**config.mk**
```make
export PLATFORM = sky130hd
export DESIGN_NAME = reload_timer_top
export DESIGN_NICKNAME = d
export VERILOG_FILES = /design/src/rtl/reload_timer_pkg.sv /design/src/rtl/reload_timer_ctrl.sv /design/src/rtl/reload_timer_dp.sv /design/src/rtl/reload_timer_top.sv
export SDC_FILE = /design/constraint.sdc
export NUM_CORES = 1
export LEC_CHECK = 0
export ABC_AREA = 1
export BUFFER_PORTS_ARGS = -buffer_cell sky130_fd_sc_hd__buf_2
export CORE_ASPECT_RATIO = 0.6
export CORE_MARGIN = 2
export CORE_UTILIZATION = 53
export DETAILED_ROUTE_END_ITERATION = 6
export GPL_TIMING_DRIVEN = 0
export PLACE_DENSITY_LB_ADDON = 0.08
export SETUP_SLACK_MARGIN = 0.02
export SLEW_MARGIN = 10
export SYNTH_ARGS = -nofsm -noshare
export SYNTH_HDL_FRONTEND = slang
export SYNTH_SLANG_ARGS = --single-unit
```
**constraint.sdc**
```tcl
create_clock -name clk -period 1.6 [get_ports clk]
set_clock_uncertainty 0.15 [all_clocks]
set_input_delay 0.16 -clock clk [delete_from_list [all_inputs] [get_ports clk]]
set_output_delay 0.16 -clock clk [all_outputs]
set_load 0.03 [all_outputs]
```
**src/rtl/reload_timer_pkg.sv**
```systemverilog
package reload_timer_pkg;
  parameter int CNT_W = 8;
  parameter int SEL_W = 3;
  localparam int MODE_RELOAD  = 7;
  localparam int MODE_FALLING = 4;
  localparam int MODE_IRQEN   = 3;

  typedef struct packed {
    logic countEn;
    logic loadWr;
    logic reloadMode;
    logic flagClr;
    logic irqEn;
  } ctrlStrobes_t;
endpackage

```
**src/rtl/reload_timer_ctrl.sv**
```systemverilog
module reload_timer_ctrl
  import reload_timer_pkg::*;
#(
  parameter int SEL_BITS = SEL_W
) (
  input  logic         clk,
  input  logic         rstN,
  input  logic         evtPin,
  input  logic         modeWr,
  input  logic [7:0]   modeData,
  input  logic         loadWr,
  input  logic         flagWr,
  input  logic         flagData,
  output logic [7:0]   modeVal,
  output ctrlStrobes_t st
);
  localparam int TAPS = (1 << SEL_BITS) - 1;
  localparam logic [SEL_BITS-1:0] EXT_SEL = TAPS[SEL_BITS-1:0];

  logic                reloadMode, fallingSel, irqEn;
  logic [SEL_BITS-1:0] clkSel;
  logic [TAPS-1:0]     presc, prescPrev, tapPulse;
  logic [2:0]          syncPipe;
  logic                riseEv, fallEv, extEdge, tapEn;

  always_ff @(posedge clk or negedge rstN) begin
    if (!rstN) begin
      reloadMode <= 1'b0;
      fallingSel <= 1'b0;
      irqEn      <= 1'b0;
      clkSel     <= '0;
    end else if (modeWr) begin
      reloadMode <= modeData[MODE_RELOAD];
      fallingSel <= modeData[MODE_FALLING];
      irqEn      <= modeData[MODE_IRQEN];
      clkSel     <= modeData[SEL_BITS-1:0];
    end
  end

  always_comb begin
    modeVal = '0;
    modeVal[MODE_RELOAD]    = reloadMode;
    modeVal[MODE_FALLING]   = fallingSel;
    modeVal[MODE_IRQEN]     = irqEn;
    modeVal[SEL_BITS-1:0]   = clkSel;
  end

  // free-running prescaler; every increment raises exactly one bit
  always_ff @(posedge clk or negedge rstN) begin
    if (!rstN) begin
      presc     <= '0;
      prescPrev <= '0;
    end else begin
      presc     <= presc + 1'b1;
      prescPrev <= presc;
    end
  end

  generate
    for (genvar k = 0; k < TAPS; k++) begin : g_tap
      assign tapPulse[k] = presc[k] & ~prescPrev[k];
    end
  endgenerate

  // two-flop synchronizer plus one history stage for edge detection
  always_ff @(posedge clk or negedge rstN) begin
    if (!rstN) syncPipe <= '0;
    else       syncPipe <= {syncPipe[1:0], evtPin};
  end

  assign riseEv  = syncPipe[1] & ~syncPipe[2];
  assign fallEv  = ~syncPipe[1] & syncPipe[2];
  assign extEdge = fallingSel ? fallEv : riseEv;

  always_comb begin
    tapEn = 1'b0;
    for (int i = 0; i < TAPS; i++)
      if (clkSel == i[SEL_BITS-1:0]) tapEn = tapPulse[i];
  end

  always_comb begin
    st.countEn    = (clkSel == EXT_SEL) ? extEdge : tapEn;
    st.loadWr     = loadWr;
    st.reloadMode = reloadMode;
    st.flagClr    = flagWr & ~flagData;
    st.irqEn      = irqEn;
  end


  tap_onehot_chk: assert property (@(posedge clk) disable iff (!rstN)
    $onehot0(tapPulse));


  ext_single_pulse_chk: assert property (@(posedge clk) disable iff (!rstN)
    (clkSel == EXT_SEL && st.countEn && !modeWr) |=> !st.countEn);
endmodule

```
**src/rtl/reload_timer_dp.sv**
```systemverilog
module reload_timer_dp
  import reload_timer_pkg::*;
#(
  parameter int W = CNT_W
) (
  input  logic         clk,
  input  logic         rstN,
  input  ctrlStrobes_t st,
  input  logic [W-1:0] loadData,
  output logic [W-1:0] count,
  output logic         ovfFlag,
  output logic         irq
);
  localparam logic [W-1:0] CNT_MAX = {W{1'b1}};

  logic [W-1:0] cnt, loadReg;
  logic         flag, overflow;

  assign overflow = st.countEn & ~st.loadWr & (cnt == CNT_MAX);

  always_ff @(posedge clk or negedge rstN) begin
    if (!rstN) begin
      cnt     <= '0;
      loadReg <= '0;
    end else begin
      if (st.loadWr) loadReg <= loadData;
      if (st.loadWr)
        cnt <= loadData;
      else if (st.countEn)
        cnt <= (cnt == CNT_MAX) ? (st.reloadMode ? loadReg : '0) : cnt + 1'b1;
    end
  end

  always_ff @(posedge clk or negedge rstN) begin
    if (!rstN)           flag <= 1'b0;
    else if (overflow)   flag <= 1'b1;
    else if (st.flagClr) flag <= 1'b0;
  end

  assign count   = cnt;
  assign ovfFlag = flag;
  assign irq     = flag & st.irqEn;


  load_copy_chk: assert property (@(posedge clk) disable iff (!rstN)
    st.loadWr |=> cnt == $past(loadData));


  interval_wrap_chk: assert property (@(posedge clk) disable iff (!rstN)
    (st.countEn && !st.loadWr && !st.reloadMode && cnt == CNT_MAX) |=> (cnt == '0 && flag));


  reload_wrap_chk: assert property (@(posedge clk) disable iff (!rstN)
    (st.countEn && !st.loadWr && st.reloadMode && cnt == CNT_MAX) |=> (cnt == $past(loadReg) && flag));


  flag_sticky_chk: assert property (@(posedge clk) disable iff (!rstN)
    (flag && !st.flagClr) |=> flag);


  no_count_on_load_chk: assert property (@(posedge clk) disable iff (!rstN)
    (st.loadWr && st.countEn) |=> !$rose(flag));
endmodule

```
**src/rtl/reload_timer_top.sv**
```systemverilog
module reload_timer_top
  import reload_timer_pkg::*;
(
  input  logic       clk,
  input  logic       rstN,
  input  logic       evtPin,
  input  logic       modeWr,
  input  logic [7:0] modeData,
  input  logic       loadWr,
  input  logic [7:0] loadData,
  input  logic       flagWr,
  input  logic       flagData,
  output logic [7:0] count,
  output logic [7:0] modeVal,
  output logic       ovfFlag,
  output logic       irq
);
  ctrlStrobes_t st;

  reload_timer_ctrl #(.SEL_BITS(SEL_W)) u_ctrl (
    .clk(clk), .rstN(rstN), .evtPin(evtPin), .modeWr(modeWr), .modeData(modeData),
    .loadWr(loadWr), .flagWr(flagWr), .flagData(flagData), .modeVal(modeVal), .st(st)
  );

  reload_timer_dp #(.W(CNT_W)) u_dp (
    .clk(clk), .rstN(rstN), .st(st), .loadData(loadData),
    .count(count), .ovfFlag(ovfFlag), .irq(irq)
  );


  irq_needs_flag_chk: assert property (@(posedge clk) disable iff (!rstN)
    irq |-> (ovfFlag && modeVal[MODE_IRQEN]));
endmodule

```
==> results by group, run 1 <==
Run status
  – Status: completed

Die
  – Die W: 81.2 um
  – IO Pins: 41
  – Starting Density: 56.7%
  – Core ar.: 3340 sq um
  – Die area: 4090 sq um
  – Die height: 50.3 um
  – Site Rows: 16

Logic synthesis
  – Ys Warns: 0
  – Yosys reg bits: 40
  – Post-Synthesis Cells: 212
  – Mapped Area: 1900 sq um
  – Post-synthesis sequential area ratio: 52.8%
  – Avg Cell Area, Syn: 8.95 sq um
  – Unique masters post-synth: 29

Timing
  – Final hold slack: 43.9 ps
  – Post-layout minimum cycle time: 1580 ps
  – RSZ-0062 raised after global routing: yes
  – Tcrit/Tclk final: 98.9%
  – FMAX: 0.632 GHz
  – Tightest Pin Transition: 854 ps
  – Fin. Hold Viols: 0
  – Total negative setup slack: 0 ps
  – Slew headroom: 43.1%
  – Pins Over Slew Limit: 0
  – Final setup vio count: 0

Power and ir drop
  – Clock network power share: 28.0%
  – Sequential share of power: 47.5%
  – Switching portion of total power: 33.0%
  – Comb pwr share: 24.4%
  – Worst IR drop on VDD: 0.726 mV
  – PwrDens: 982 nW/um^2
  – Switch Pwr: 0.825 mW
  – Cell-internal power: 1.68 mW
  – P_leak: 1.30 nW

CTS
  – Worst-Skew Late Latency: 290 ps
  – CTS buffer count: 5
  – CTS tree: built
  – Clk sink count: 40
  – H-Tree Depth: 2
  – Max Root-Sink Buffers: 2
  – Clk Tree Root Cell: clkbuf_8
  – Clk pin slew, worst setup/hold paths: 80 ps

Flow run
  – MaxCap Viol Count: 0

Worst setup path
  – Reg2reg end: u_dp.count[0]
  – CP Max Fanout: 5
  – Arr. time, crit path: 1660 ps
  – Worst reg2reg setup slack: 20 ps
  – Critical R2R Launch: u_dp.count[0]
  – CP Launch Type: flop
  – Crit path kind: flop to flop
  – CP Capture Type: flop
  – CP required: 1680 ps
  – Reg2Reg Depth: 8

Finish
  – Layout net count: 308
  – Diode count: 0
  – Commonest non-fill, non-tap cell in the layout: nand2_1
  – Final cell count without fillers: 329
  – Most frequent cells in the layout: 66 x nand2_1, 36 x buf_2, 34 x dfrtp_1
  – Fill count: 244
  – Final instance area: 2550 sq um
  – Layout cells sized above 1: 28.5%
  – Area growth syn-to-layout: 34.4%

Worst hold path
  – HP Start: flagWr
  – Hold Path Sink: u_dp.ovfFlag
  – Worst hold path type: input pin to flop
  – Hold Crit Depth: 4

Drt
  – Drt initial violations: 120
  – Routed WL per cell: 13.7 um
  – Routed WL: 4.52 mm
  – Antenna-violating nets left: 0
  – DR pass1 iterations: 5
  – Vias: 1,701
  – DRC viols: 0
  – Via density: 5.17

Global route
  – Largest net degree at the start of global routing: 41
  – Global route overflow: 0
  – Vias in the first global route: 1,511
  – Total GRT Usage: 23.8%
  – Global-route wire length before repair: 7.13 mm
  – Initial antenna violation count: 0

Placement
  – Dpl hpwl: 2.76 mm
  – Dpl cells: 294
  – Post-place instance area: 2140 sq um
  – GP Congestion: 0.874
  – Port Buffers: 36
-- flip-flops by register name, indices dropped and copies added (netlist names) --
name	cells
u_ctrl.fallingSel	1
u_ctrl.reloadMode	1
u_ctrl.presc	7
u_dp.ovfFlag	1
u_ctrl.syncPipe	3
u_dp.loadReg	8
u_ctrl.clkSel	3
u_ctrl.irqEn	1
u_ctrl.prescPrev	7
u_dp.count	8
-- logic make-up (layout without fill, tap and decap cells) --
kind of cell	Yosys count	after routing	synth area share, %
AO/OA/AOI/OAI	23	23	7.39
XOR/XNOR	6	6	2.77
adder cells (fa/ha/maj)	2	2	1.32
buffers and inverters	27	97	7.12
flip-flops	40	40	52.8
multiplexers	1	1	0.594
other	1	2	0.198
AND/OR/NAND/NOR	112	113	27.8
-- how the worst max path moves through the flow --
stage                     start       endpoint  slack [ps]  depth (start not counted)
6_report          u_dp.count[0]  u_dp.count[0]          20                          8
5_1_grt           u_dp.count[0]   u_dp.ovfFlag         -80                          9
4_1_cts        u_ctrl.clkSel[0]  u_dp.count[0]          30                          9
3_5_place_dp      u_dp.count[0]  u_dp.count[3]         -80                          8
3_3_place_gp      u_dp.count[0]  u_dp.count[0]         -80                          8
2_1_floorplan     u_dp.count[0]  u_dp.count[0]          20                          8
-- worst max-delay path, stage by stage, from the launching register on --
cell and delay (ps):
dfrtp_2 420, ha_4 170, nand2_4 50, nor2_4 140
buf_4 150, nand3_4 100, o211ai_1 200, nand2_1 90
nand2_1 70
-- cell type report --
type	count	area [sq um]	share of cell area, %
inverters	19	73.8	2.90
flip-flops and latches	40	1010	39.6
multi-input cells	147	832	32.6
plain buffers	8	63.8	2.50
clock buffers	8	90.1	3.53
well taps	45	56.3	2.21
repair buffers	62	424	16.6
-- per-stage QoR --
stage / power, mW / setup WS (ps) / util [%]
after global placement: 1.70 / -77.4 / 64.0
after floorplan: 1.54 / 24.5 / -
after global routing: 2.63 / -80.7 / 76.2
after CTS: 2.46 / 28.1 / 74.1
after detailed placement: 1.71 / -83.7 / 64.0
final: 2.50 / 17.5 / 76.2
-- power by group through the flow --
| stage | registers, mW | clock network, mW | logic [mW] |
|---|---|---|---|
| detailed placement | 1.20 | 0 | 0.509 |
| finish | 1.19 | 0.702 | 0.611 |
| CTS | 1.18 | 0.704 | 0.579 |
| global route | 1.20 | 0.752 | 0.679 |
| global placement | 1.20 | 0 | 0.503 |
| floorplan | 1.28 | 0 | 0.262 |
-- cell usage after synthesis --
| master | instances | area, sq um |
|---|---|---|
| buf_4 | 5 | 37.5 |
| nand3_1 | 18 | 90.1 |
| a21oi_1 | 3 | 15.0 |
| o21bai_1 | 1 | 7.51 |
| nor2_2 | 1 | 6.26 |
| nand3_4 | 1 | 17.5 |
| nand4_1 | 8 | 50.1 |
| nand2_1 | 67 | 251 |
| nor2_1 | 7 | 26.3 |
| nor2_4 | 2 | 22.5 |
| o21ai_0 | 12 | 60.1 |
| mux2_2 | 1 | 11.3 |
| inv_1 | 17 | 63.8 |
| ha_1 | 2 | 25.0 |
| nand3b_1 | 4 | 30.0 |
| nand2_4 | 1 | 11.3 |
| xnor2_1 | 2 | 17.5 |
| buf_6 | 2 | 22.5 |
| o211ai_1 | 5 | 37.5 |
| dfrtp_1 | 40 | 1000 |
| inv_2 | 1 | 3.75 |
| nand3_2 | 1 | 10.0 |
| clkinv_1 | 1 | 3.75 |
| nand2_2 | 2 | 12.5 |
| xor2_1 | 4 | 35.0 |
| o211ai_2 | 1 | 12.5 |
| conb_1 | 1 | 3.75 |
| a21o_1 | 1 | 7.51 |
| clkbuf_1 | 1 | 3.75 |
-- per-layer routing --
layer  global-route usage [%]  vias to the layer above  part of all wire [%]
li1                         -                      836                     -
met1                     34.8                      779                    48
met2                     33.1                       76                    42
met3                     7.37                       10                   8.5
met4                     9.04                        0                   1.7
met5                        0                        -                     0
-- what timing repair did --
action,4_1_cts,5_1_grt
setup buffers,3,5
setup endpoints to repair,8,9
endpoints found under the hold margin,56,0
hold buffers,18,0
cloned,0,1
resized for setup,8,11
pin swaps,3,14
Power figures use the tool's default switching activity.
==> run 2: changes to the inputs <==
- CORE_UTILIZATION: 53 -> 54
- SYNTH_HIERARCHICAL: not set -> 1
==> run 2 against run 1 <==
Against the previous run:
- the run now ends with setup timing left
- wire length fell by 5.7%
- via count is 4.1% lower
- synthesized area rose by 3.3%
- sequential power barely moved
- combinational power decreased by 8.0%
- first-iteration DRC count up 61%
- die area rose by 1.3%
- flip-flop and latch count did not move
- design area did not move
- non-clock buffer count decreased by 4
==> results by group, run 2 <==
Timing
  – RSZ-0062 raised after global routing: yes (unchanged)
  – FMAX: 0.597 GHz (was 0.632 GHz)
  – Final setup vio count: 8 (was 0)
  – Worst setup margin: -75.2 ps (was 17.5 ps)
  – Tightest Pin Transition: 863 ps (was 854 ps)
  – Final hold slack: 0.201 ps (was 43.9 ps)
  – Post-layout minimum cycle time: 1680 ps (was 1580 ps)
  – Slew headroom: 42.5% (was 43.1%)
  – Fin. Hold Viols: 0 (unchanged)
  – Tcrit/Tclk final: 105% (was 98.9%)
  – Pins Over Slew Limit: 0 (unchanged)

Worst setup path
  – Worst path cell trace: inv_4 -> nand2_2 -> nand3_2 -> nand2_2 -> nor2_2 -> nor2_2 -> buf_4 -> nor2_4 -> nand2_1 -> nand3_1 (was ha_4 -> nand2_4 -> nor2_4 -> buf_4 -> nand3_4 -> o211ai_1 -> nand2_1 -> nand2_1)
  – CP Capture Type: flop (unchanged)
  – CP required: 1680 ps (about the same)
  – CP Launch Type: flop (unchanged)
  – CP Max Fanout: 8 (was 5)
  – Slowest CP cell: dfrtp_2 (unchanged)
  – Crit path kind: flop to flop (unchanged)
  – Reg2Reg Depth: 10 (was 8)
  – Reg2reg end: u_dp/count[1] (was u_dp.count[0])
  – CP Launch Point: u_ctrl/clkSel[0] (was u_dp.count[0])
  – Worst path max stage delay: 470 ps (was 420 ps)
  – Arr. time, crit path: 1750 ps (was 1660 ps)
  – Critical R2R Launch: u_ctrl/clkSel[0] (was u_dp.count[0])
  – Worst reg2reg setup slack: -80 ps (was 20 ps)

Logic synthesis
  – Synth top area share: 51.1% (was 52.8%)
  – Synth top cells by count: 51 x nand2_1, 40 x dfrtp_1, 39 x nand3_1, 34 x inv_1, 13 x o21ai_0 (was 67 x nand2_1, 40 x dfrtp_1, 18 x nand3_1, 17 x inv_1, 12 x o21ai_0)
  – Mapped Area: 1960 sq um (was 1900 sq um)
  – Post-Synthesis Cells: 227 (was 212)
  – FFs w/ async S/R, synth: 100% (unchanged)
  – Post-synth EDFFs: 0 (unchanged)
  – Count leader, synth: nand2_1 (unchanged)
  – Most used DFF post-synth: dfrtp_1 (unchanged)
  – Yosys reg bits: 40 (unchanged)
  – Unique masters post-synth: 27 (was 29)
  – Leading area contributor after synthesis: dfrtp_1 (unchanged)
  – Post-synthesis sequential area ratio: 51.1% (was 52.8%)
  – Synth top area cells: dfrtp_1 51%, nand3_1 10%, nand2_1 9.8%, inv_1 6.5%, o21ai_0 3.3% (was dfrtp_1 53%, nand2_1 13%, nand3_1 4.7%, inv_1 3.4%, o21ai_0 3.2%)
  – Ys Warns: 6 (was 0)
  – Avg Cell Area, Syn: 8.63 sq um (was 8.95 sq um)

Finish
  – FF/Latch Area: 1010 sq um (about the same)
  – Diode count: 0 (unchanged)
  – Core Util, Final: 75.8% (was 76.2%)
  – Multi-input logic area: 808 sq um (was 832 sq um)
  – Layout net count: 314 (was 308)
  – Commonest non-fill, non-tap cell in the layout: nand2_1 (unchanged)
  – Most frequent cells in the layout: 47 x nand2_1, 36 x buf_2, 35 x nand3_1, 35 x dfrtp_1, 31 x inv_1 (was 66 x nand2_1, 36 x buf_2, 34 x dfrtp_1)
  – Layout cells sized above 1: 32.8% (was 28.5%)
  – Fill count: 268 (was 244)
  – Area growth syn-to-layout: 30.1% (was 34.4%)

Drt
  – Routed WL: 4.27 mm (was 4.52 mm)
  – DR pass1 iterations: 4 (was 5)
  – Via density: 4.87 (was 5.17)
  – Antenna-violating nets left: 0 (unchanged)
  – DRC viols: 0 (unchanged)
  – Routed WL per cell: 12.7 um (was 13.7 um)
  – Vias: 1,631 (was 1,701)
  – Drt initial violations: 193 (was 120)

Placement
  – Dpl hpwl: 2.85 mm (was 2.76 mm)
  – GP Congestion: 0.862 (was 0.874)
  – Port Buffers: 34 (was 36)

Die
  – Core ar.: 3360 sq um (was 3340 sq um)
  – IO Pins: 41 (unchanged)
  – Die W: 81.8 um (was 81.2 um)
  – Die area: 4140 sq um (was 4090 sq um)
  – Site Rows: 16 (unchanged)
  – Starting Density: 58.3% (was 56.7%)
  – Die height: 50.7 um (was 50.3 um)

Global route
  – Global-route wire length before repair: 7.14 mm (was 7.13 mm)
  – Vias in the first global route: 1,503 (was 1,511)
  – Largest net degree at the start of global routing: 41 (unchanged)
  – Total GRT Usage: 23.4% (was 23.8%)
  – Initial antenna violation count: 0 (unchanged)
  – Global route overflow: 0 (unchanged)

Worst hold path
  – Hold Path Sink: u_dp/ovfFlag (was u_dp.ovfFlag)
  – Hold Crit Depth: 3 (was 4)
  – Worst hold path type: input pin to flop (unchanged)
  – HP Start: flagData (was flagWr)

CTS
  – Clk Tree Root Cell: clkbuf_8 (unchanged)
  – CTS buffer count: 5 (unchanged)
  – Clk pin slew, worst setup/hold paths: 80 ps (about the same)
  – Worst-Skew Late Latency: 290 ps (about the same)
  – CTS tree: built (unchanged)
  – Max Root-Sink Buffers: 2 (unchanged)
  – H-Tree Depth: 2 (unchanged)
  – Clk sink count: 40 (unchanged)

Power and ir drop
  – PwrDens: 958 nW/um^2 (was 982 nW/um^2)
  – Worst IR drop on VDD: 0.764 mV (was 0.726 mV)
  – P_leak: 1.31 nW (was 1.30 nW)

Flow run
  – MaxCap Viol Count: 0 (unchanged)

Run status
  – Failing checks: setup timing
  – Status: finished with violations (was completed)
run 2: cell types whose count changed after synthesis, moves of 3 or more:
cell	delta
a21boi_0	+4
buf_4	+3
inv_1	+17
nand2_1	-16
nand3_1	+21
nand3b_1	-3
nand4_1	-8
o211ai_1	-5
run 2: through the flow:
stage / setup WS (ps) / cells / TNS [ps] / cell area (sq um) / total power, mW
after floorplan: 31.8 / 228 / 0 / 1970 / 1.52
after global placement: -198 / 307 / -1350 / 2200 / 1.66
after detailed placement: -208 / 307 / -1450 / 2200 / 1.68
after CTS: -40.9 / 333 / -237 / 2480 / 2.43
after global routing: -175 / 335 / -1180 / 2550 / 2.58
final: -75.2 / 335 / -355 / 2550 / 2.44
run 2: area by class of cell:
cell class	instances	area share, %
Clock buffer	6	3.24
Sequential cell	40	39.5
Tap cell	45	2.21
Buffer	13	3.49
Inverter	36	5.40
Clock inverter	2	0.589
Timing Repair Buffer	53	13.8
Multi-Input combinational cell	140	31.7
run 2: report_power, final:
part | total, mW | switching (mW) | internal [mW]
clock network | 0.707 | 0.358 | 0.349
logic | 0.562 | 0.348 | 0.214
registers | 1.17 | 0.0900 | 1.08
run 2: cells by family (layout without fill, tap and decap cells):
group | count (synthesis) | count (layout) | share of synthesized area, %
buffers and inverters | 49 | 110 | 11.4
DFF | 40 | 40 | 51.1
muxes | 3 | 3 | 1.72
and+or+nand+nor | 107 | 108 | 26.1
other | 1 | 2 | 0.191
xor gates and xnor gates | 6 | 6 | 2.68
adders and majority gates | 2 | 2 | 1.28
AOI/OAI and AO/OA | 19 | 19 | 5.56
run 2: repair_timing:
action	CTS	global route
setup endpoints to repair	9	9
resized for setup	11	15
gates cloned	1	0
pin swaps	16	15
buffers inserted	1	2
hold endpoints to repair	59	0
hold buffers	16	0
run 2: layer usage:
| layer | share of wire [%] | global-route usage (%) | up-vias |
|---|---|---|---|
| met5 | 0 | 0 | - |
| met4 | 0.98 | 8.06 | 0 |
| met3 | 6.4 | 5.40 | 5 |
| met2 | 42 | 32.5 | 50 |
| met1 | 51 | 35.6 | 746 |
| li1 | - | - | 830 |
run 2: worst max path at each step:
stage | to | slack (ps) | depth (start not counted)
2_1_floorplan | u_dp/count[3] | 30 | 9
4_1_cts | u_dp/count[6] | -40 | 10
3_5_place_dp | u_dp/count[7] | -210 | 9
6_report | u_dp/count[1] | -80 | 10
3_3_place_gp | u_dp/count[5] | -200 | 9
5_1_grt | u_dp/count[1] | -170 | 10
run 2: critical path: cells and delay by family (launching register included):
| family | cells | cell delay, ps |
|---|---|---|
| buf+inv | 2 | 240 |
| flops | 1 | 470 |
| simple gates | 8 | 760 |
